File: src/rtl/pag_pkg.sv
package pag_pkg;
  localparam int LVL_W = 2;

  typedef struct packed {
    logic             trap;
    logic [LVL_W-1:0] target;
  } pag_verdict_t;
endpackage

File: src/rtl/pag_fg_select.sv
module pag_fg_select (
  input  logic is_write,
  input  logic rd_bit,
  input  logic wr_bit,
  input  logic l3_present,
  input  logic l3_fg_enable,
  output logic fg_hit
);
  logic dir_bit;
  logic fg_active;

  // direction picks exactly one of the two trap bits
  assign dir_bit   = is_write ? wr_bit : rd_bit;
  // without level 3 the fine-grained controls are always live
  assign fg_active = !l3_present || l3_fg_enable;
  assign fg_hit    = dir_bit && fg_active;
endmodule

File: src/rtl/pag_rule_chain.sv
module pag_rule_chain
  import pag_pkg::*;
(
  input  logic [LVL_W-1:0] cur_lvl,
  input  logic             fg_hit,
  input  logic             l3_present,
  input  logic             l1_narrow,
  input  logic             l2_narrow,
  input  logic             l3_narrow,
  input  logic             hyp_en,
  input  logic             user_en,
  input  logic             host_bit,
  input  logic             route_bit,
  input  logic             mon2_trap,
  input  logic             mon3_trap,
  output pag_verdict_t     verdict
);
  localparam int NUM_RULES = 5;
  localparam int NUM_LVL   = 1 << LVL_W;
  // Per rule, one bit per level where that rule takes part. Rule index is priority.
  localparam logic [NUM_RULES*NUM_LVL-1:0] RULE_LVLS = {
    4'b0111,   // rule 4: level-3 monitor, levels 0..2
    4'b0011,   // rule 3: level-2 monitor, levels 0..1
    4'b0010,   // rule 2: fine-grained, level-1 form
    4'b0001,   // rule 1: fine-grained, level-0 form
    4'b0001    // rule 0: user enable
  };

  logic             hyp64, kern64, mon64;
  logic [NUM_RULES-1:0] hit;
  logic [NUM_RULES-1:0] live;
  logic [LVL_W-1:0]     tgt [NUM_RULES];

  assign hyp64  = hyp_en && !l2_narrow;
  assign kern64 = !l1_narrow;
  assign mon64  = l3_present && !l3_narrow;

  assign hit[0] = kern64 && !user_en;
  assign tgt[0] = (hyp64 && route_bit) ? LVL_W'(2) : LVL_W'(1);
  assign hit[1] = hyp_en && kern64 && !(host_bit && route_bit) && fg_hit;
  assign tgt[1] = LVL_W'(2);
  assign hit[2] = hyp64 && fg_hit;
  assign tgt[2] = LVL_W'(2);
  assign hit[3] = hyp64 && mon2_trap;
  assign tgt[3] = LVL_W'(2);
  assign hit[4] = mon64 && mon3_trap;
  assign tgt[4] = LVL_W'(3);

  for (genvar r = 0; r < NUM_RULES; r++) begin : g_gate
    assign live[r] = hit[r] && RULE_LVLS[r*NUM_LVL + int'(cur_lvl)];
  end

  always_comb begin
    verdict = '0;
    for (int r = NUM_RULES - 1; r >= 0; r--) begin
      if (live[r]) begin
        verdict.trap   = 1'b1;
        verdict.target = tgt[r];
      end
    end
  end
endmodule

File: src/rtl/pag_rsp_reg.sv
module pag_rsp_reg #(
  parameter int W = 3
) (
  input  logic         clk,
  input  logic         rst_n,
  input  logic         in_valid,
  output logic         in_ready,
  input  logic [W-1:0] in_data,
  output logic         out_valid,
  input  logic         out_ready,
  output logic [W-1:0] out_data
);
  assign in_ready = !out_valid || out_ready;

  always_ff @(posedge clk or negedge rst_n) begin
    if (!rst_n) begin
      out_valid <= 1'b0;
      out_data  <= '0;
    end else if (in_ready) begin
      out_valid <= in_valid;
      if (in_valid) out_data <= in_data;
    end
  end

  // a stalled verdict is kept intact
  a_r1_hold_stable: assert property (@(posedge clk) disable iff (!rst_n)
    out_valid && !out_ready |=> out_valid && $stable(out_data));
  // acceptance gives a verdict on the next cycle
  a_r1_valid_next: assert property (@(posedge clk) disable iff (!rst_n)
    in_valid && in_ready |=> out_valid);
endmodule

File: src/rtl/pmu_access_gate.sv
module pmu_access_gate
  import pag_pkg::*;
#(
  parameter int                 CLASS_W    = 6,
  parameter logic [CLASS_W-1:0] TRAP_CLASS = CLASS_W'(6'h18)
) (
  input  logic               clk,
  input  logic               rst_n,
  input  logic               req_valid,
  output logic               req_ready,
  input  logic               req_write,
  input  logic [LVL_W-1:0]   cur_lvl,
  input  logic               l3_present,
  input  logic               l1_narrow,
  input  logic               l2_narrow,
  input  logic               l3_narrow,
  input  logic               hyp_en,
  input  logic               user_en,
  input  logic               host_bit,
  input  logic               route_bit,
  input  logic               fg_rd_trap,
  input  logic               fg_wr_trap,
  input  logic               fg_enable,
  input  logic               mon2_trap,
  input  logic               mon3_trap,
  output logic               rsp_valid,
  input  logic               rsp_ready,
  output logic               rsp_allow,
  output logic               rsp_trap,
  output logic [LVL_W-1:0]   rsp_target,
  output logic [CLASS_W-1:0] rsp_class
);
  localparam int VW = $bits(pag_verdict_t);

  logic         fg_hit;
  pag_verdict_t verdict_d;
  pag_verdict_t verdict_q;

  pag_fg_select u_fg (
    .is_write     (req_write),
    .rd_bit       (fg_rd_trap),
    .wr_bit       (fg_wr_trap),
    .l3_present   (l3_present),
    .l3_fg_enable (fg_enable),
    .fg_hit       (fg_hit)
  );

  pag_rule_chain u_chain (
    .cur_lvl    (cur_lvl),
    .fg_hit     (fg_hit),
    .l3_present (l3_present),
    .l1_narrow  (l1_narrow),
    .l2_narrow  (l2_narrow),
    .l3_narrow  (l3_narrow),
    .hyp_en     (hyp_en),
    .user_en    (user_en),
    .host_bit   (host_bit),
    .route_bit  (route_bit),
    .mon2_trap  (mon2_trap),
    .mon3_trap  (mon3_trap),
    .verdict    (verdict_d)
  );

  pag_rsp_reg #(.W(VW)) u_out (
    .clk       (clk),
    .rst_n     (rst_n),
    .in_valid  (req_valid),
    .in_ready  (req_ready),
    .in_data   (verdict_d),
    .out_valid (rsp_valid),
    .out_ready (rsp_ready),
    .out_data  (verdict_q)
  );

  assign rsp_trap   = rsp_valid && verdict_q.trap;
  assign rsp_allow  = rsp_valid && !verdict_q.trap;
  assign rsp_target = rsp_trap ? verdict_q.target : '0;
  assign rsp_class  = rsp_trap ? TRAP_CLASS : '0;

  // a valid verdict is either allow or trap
  a_r2_one_outcome: assert property (@(posedge clk) disable iff (!rst_n)
    rsp_valid |-> (rsp_allow != rsp_trap));
  // trap carries the fixed class
  a_r2_trap_class: assert property (@(posedge clk) disable iff (!rst_n)
    rsp_trap |-> rsp_class == TRAP_CLASS);
  // the chain never routes a trap to the same or a lower level
  a_r10_target_above: assert property (@(posedge clk) disable iff (!rst_n)
    verdict_d.trap |-> verdict_d.target > cur_lvl);
  // top level always completes
  a_r8_top_allows: assert property (@(posedge clk) disable iff (!rst_n)
    req_valid && req_ready && cur_lvl == LVL_W'(3) |=> rsp_allow);
endmodule

File: config.mk
export PLATFORM = sky130hd
export DESIGN_NAME = pmu_access_gate
export DESIGN_NICKNAME = d
export VERILOG_FILES = /design/src/rtl/pag_pkg.sv /design/src/rtl/pag_fg_select.sv /design/src/rtl/pag_rule_chain.sv /design/src/rtl/pag_rsp_reg.sv /design/src/rtl/pmu_access_gate.sv
export SDC_FILE = /design/constraint.sdc
export NUM_CORES = 1
export LEC_CHECK = 0
export BUFFER_PORTS_ARGS = -buffer_cell sky130_fd_sc_hd__buf_2
export CAP_MARGIN = 20
export CORE_AREA = 2 2 39 41
export CTS_CLUSTER_SIZE = 10
export DETAILED_ROUTE_END_ITERATION = 8
export DIE_AREA = 0 0 41 43
export PLACE_DENSITY = 0.59
export SLEW_MARGIN = 20
export SYNTH_ARGS = -nofsm -noshare
export SYNTH_HDL_FRONTEND = slang
export SYNTH_SLANG_ARGS = --single-unit
File: constraint.sdc
create_clock -name clk -period 1.6 [get_ports clk]
set_input_delay 0.32 -clock clk [delete_from_list [all_inputs] [get_ports clk]]
set_output_delay 0.32 -clock clk [all_outputs]
set_load 0.02 [all_outputs]
; ---- Word-level counts from Yosys, hierarchy flattened
; Memory sizes are Yosys's and may differ from the RTL's.
; Index checks and enable logic that the tools add are counted.
[totals]
mem_bits_ro = 128
ff_bits = 4
word_cells = 64
out_inout_bits = 12
inputBits = 20
n_memories = 4
[op_classes]
reduce_logical = 30
addsub = 4
n_mux = 19
order_cmp = 5
[mem_list]
columns = name, words, width, rd, rd_clocked_by_memory_dff, write_ports, line
row1 = (no name shown), 32, 1, 1, 0, 0, pag_rule_chain.sv:50  ; assign live[r] = hit[r] && RULE_LVLS[r*NUM_LVL + int'(cur_lvl)];
row2 = (no name shown), 32, 1, 1, 0, 0, pag_rule_chain.sv:50
row3 = (no name shown), 32, 1, 1, 0, 0, pag_rule_chain.sv:50
row4 = (no name shown), 32, 1, 1, 0, 0, pag_rule_chain.sv:50
[ops]
columns = op, count
row1 = < comparator 32 x 7 -> 1 bit (second input constant), 4
row2 = logical AND 1 bit, 19
row3 = two-way mux 3 bit, 5
row4 = adder 4 x 2 -> 5 bit (first input constant), 2
row5 = two-way mux 1 bit, 10
row6 = zero test 1 bit, 8
row7 = adder 5 x 2 -> 6 bit (first input constant), 1
row8 = < comparator 2 x 6 -> 1 bit (second input constant), 1
row9 = two-way mux 5 bit, 1
row10 = adder 3 x 2 -> 4 bit (first input constant), 1
row11 = two-way mux 2 bit, 2
row12 = binary-select mux 1 bit (select 2 bit), 1
row13 = logical OR 1 bit, 2
row14 = AND reduction 2 bit, 1

; ---- Depth between registers and ports, before layout
[logic_depth]
depth_word = 10
ltp_mapped = 4
depth_no_buf = 4

; ---- Hierarchy
; Synthesis repeated with hierarchy kept, for this count alone.
[unflattened]
cells_unflattened = 40
area_unflattened_um2 = 369.1
[modules_own_cells]
columns = mod, cells_per_inst, n_inst, area_per_inst_um2, seq_area_each_um2
row1 = pag_rsp_reg, 10, 1, 177.7, 100.1
row2 = pag_rule_chain, 16, 1, 92.6, 0.0
row3 = pmu_access_gate, 11, 1, 80.1, 0.0
row4 = pag_fg_select, 3, 1, 18.8, 0.0

; ---- Worst setup path after synthesis
; OpenSTA, ideal clock, no wires.
[synth_timing]
kind = input to register
startpoint = input port cur_lvl[1]
endpoint = register u_out.out_data[0]
setup_time_ns = 0.126
path_stages = 4
n_path_buf = 0
arrival_time_ns = 1.281
setup_slack_ns = 0.193
required_ns = 1.474
cell_sequence = or4_4 nand4_2 a21oi_2 a221o_1
[synth_via]
elab_chain_cells = 10
elab_cells_between_ends = 28
cone_classes = add/sub: 4 / mux: 15 / reduce/logical: 5 / memory: 4
[synth_lines]
columns = element, line
row1 = start: declaration, pmu_access_gate.sv:12  ; input logic [LVL_W-1:0] cur_lvl,
row2 = adder 5 x 2 -> 6 bit, pag_rule_chain.sv:50
row3 = memory read (32 x 1 bit), -
row4 = two-way mux 1 bit (implied by the code) (2 in a row), pag_rule_chain.sv:50
row5 = logical AND 1 bit, pag_rule_chain.sv:50
row6 = two-way mux 3 bit (4 in a row), pag_rule_chain.sv:56  ; if (live[r]) begin
row7 = two-way mux 3 bit (*), pag_rule_chain.sv:56
row8 = end signal: assignment, pag_rsp_reg.sv:21  ; if (in_valid) out_data <= in_data;
row9 = end: declaration, pag_rsp_reg.sv:11  ; output logic [W-1:0] out_data
; Mark *: on every way between the ends. The rest lies on a longest branch, timed or not. The select of a mux whose other input is x is not followed.
; A chain may end at the register's enable or synchronous reset.

; ---- Worst setup path in the final report
[layout_timing]
startpoint = register u_out.out_valid
endpoint = output port req_ready
[layout_via]
elab_chain_cells = 2
[layout_lines]
columns = element, line
row1 = start: declaration, pag_rsp_reg.sv:9  ; output logic out_valid,
row2 = start signal: assignment, pag_rsp_reg.sv:20  ; out_valid <= in_valid;
row3 = zero test 1 bit, pag_rsp_reg.sv:13  ; assign in_ready = !out_valid || out_ready;
row4 = logical OR 1 bit, pag_rsp_reg.sv:13
row5 = end: declaration, pmu_access_gate.sv:10  ; output logic req_ready,
; No other way between the ends.

==> qor.yml <==
global_routing:
  grt_max_degree: 7
  grt_pass1_wl_um: 1210
  antenna_found_initial: 0
  grt_overflow: 0
  grt.total_usage_pct: 10.6
  grt_pass1_vias: 332
detailed_routing:
  drt_iter0_drc: 2
  totalWireLength_um: 787
  drcViolationCount: 0
  viasPerCell: 4.49
  post_drt_wl_per_cell_um: 9.37
  firstDrtPassIters: 2
  postRouteAntennaNets: 0
  vias: 377
critical_path:
  critPathKind: "flip-flop to output port"
  critPathLaunchType: "flip-flop"
  arrival_ns: 1.06
  cpPeakStageDelay_ns: 0.40
  crit_path_cell_trace: "nand2b_1, buf_2"
  cp-end-kind: "output port"
  required_ns: 1.28
  r2r_slack_ns: 0.40
  cp_max_fo: 6
  slowest_stage: "dfrtp_1"
timing:
  clock_skew_ns: 0.00124
  hold_ws_ns: 0.368
  period_minus_slack_ns: 1.38
  final_max_slew_viol_count: 0
  fin_ws_ns: 0.220
  hold_violations: 0
  rsz0062_at_grt: "no"
  finalSetupViolations: 0
  max_freq_ghz: 0.725
  fin_setup_tns_ns: 0
  period_share_pct: 86.3
clock_network:
  cts.repair.resized: 0
  post-cts-setup-buffer-count: 0
  cts_buffer_depth: 2
  clock-root-buffer: "clkbuf_4"
  numCtsBuffers: 3
  ctsHtreeMaxLevel: 1
  clock-sinks: 4
  cts_tree: "built"
  clock_latency_ns: 0.23
  clk_pin_slew_ns: 0.04
layout:
  final_nets: 90
  final_cell_mix: "buf_2 (27), a21oi_1 (4), conb_1 (4), dfrtp_1 (4)"
  diodes: 0
  drive_above_1_share_pct: 51.5
  final_common_cell: "buf_2"
  final_cell_area_um2: 508
  ff_latch_area_um2: 100
  syn_to_final_growth_pct: 46.6
  n_fill_cell: 144
  multiInputGateArea_um2: 201
hold_path:
  hold_class: "input port to flip-flop"
placement:
  portBuffers: 27
  place_congestion: 0.735
  place_ws_ns: 0.0586
  placed_cell_area_um2: 475
  dp_hpwl_um: 681
pwr:
  p_leak_nw: 0.275
  pwr-share-clk_pct: 32.5
  power.switching_uw: 128
  p_int_uw: 254
  power_density_nw_per_um2: 752
  peakVddDrop_uv: 241
  seqPwrFrac_pct: 32.4
  p_sw_share_pct: 33.5
  pwr-share-comb_pct: 35.1
synthesis:
  ys_seq_elements: 4
  async_reset_ff_share_pct: 100
  synth_edf_count: 0
  synthCells: 39
  avgSynthCellArea_um2: 8.89
  synth-seq-area-share_pct: 28.9
  synth_top_area_cell: "dfrtp_1"
  netlist_area_um2: 347
  ys_types: 22
  yosysWarnings: 0
  synthTopCellsByArea: "dfrtp_1 (29%), buf_4 (13%), a21oi_1 (5.8%)"
  synth_top_area_share_pct: 28.9
  synth-main-ff-cell: "dfrtp_1"
die:
  ios: 32
  coreArea_um2: 1380
  rows: 14
  start_util_pct: 25.0
  dieWidth_um: 41
  die_area_um2: 1760
  die_h_um: 43
status:
  status: "completed"
job:
  max_cap_violations: 0
-- logic make-up after synthesis --
kind of cell	Yosys count	synth area share, %
buffers and inverters	9	16.2
AOI/OAI and AO/OA	9	20.6
muxes	1	2.89
other	1	1.08
DFF	4	28.9
and+or+nand+nor	15	30.3
-- worst paths after layout --
check	cells after the start	startpoint	to
worst min-delay path	2	req_valid	u_out.out_valid
worst max register to register	3	u_out.out_valid	u_out.out_data[0]
min in group asynchronous	2	rst_n	u_out.out_data[2]
max in group asynchronous	2	rst_n	u_out.out_valid
worst max-delay path	2	u_out.out_valid	req_ready
worst min register to register	1	u_out.out_data[0]	u_out.out_data[0]
-- critical path, delay by kind of cell (launching register included) --
family	cells	cell delay (ns)
AND/OR/NAND/NOR	1	0.21
flip-flops	1	0.40
buffers and inverters	1	0.21
-- sequential cells by signal, indices dropped and copies added, names as in the netlist --
signal / flops
u_out.out_data: 3
u_out.out_valid: 1
-- through the flow --
stage | instances | total power [mW] | utilization, %
after floorplan | 42 | 0.216 | -
after global placement | 80 | 0.257 | 34.4
after detailed placement | 80 | 0.259 | 34.4
after CTS | 84 | 0.394 | 36.7
after global routing | 84 | 0.412 | 36.7
final | 84 | 0.382 | 36.7
-- layout make-up --
type                            count  area share (%)
Clock buffer                        3            4.43
Inverter                            3            2.22
Multi-Input combinational cell     29            39.7
Sequential cell                     4            19.7
Tap cell                           16            3.94
Timing Repair Buffer               29            30.0
-- power by group through the flow --
stage	clock, mW	sequential, mW	combinational, mW
5_1_grt	0.137	0.125	0.150
4_1_cts	0.134	0.124	0.136
3_3_place_gp	0	0.125	0.133
6_report	0.124	0.124	0.134
3_5_place_dp	0	0.125	0.134
2_1_floorplan	0	0.124	0.0920
-- layer usage --
metal | track usage (%) | vias up | routed length, um
li1 | - | 192 | -
met4 | 10.0 | 0 | 0
met5 | 0 | - | 0
met1 | 10.7 | 160 | 308
met2 | 15.9 | 25 | 370
met3 | 3.14 | 0 | 109
-- cell usage after synthesis, types with 2 or more instances --
cell and count:
buf_4 6, a21oi_1 4, dfrtp_1 4, inv_1 3
nand2_1 3, and3_1 2, nand2b_1 2
-- repair_timing --
action,4_1_cts,5_1_grt
hold buffers,1,0
hold endpoints to repair,4,0
endpoints found under the setup margin,0,0
Note: power is estimated with default switching activity, not from simulation.
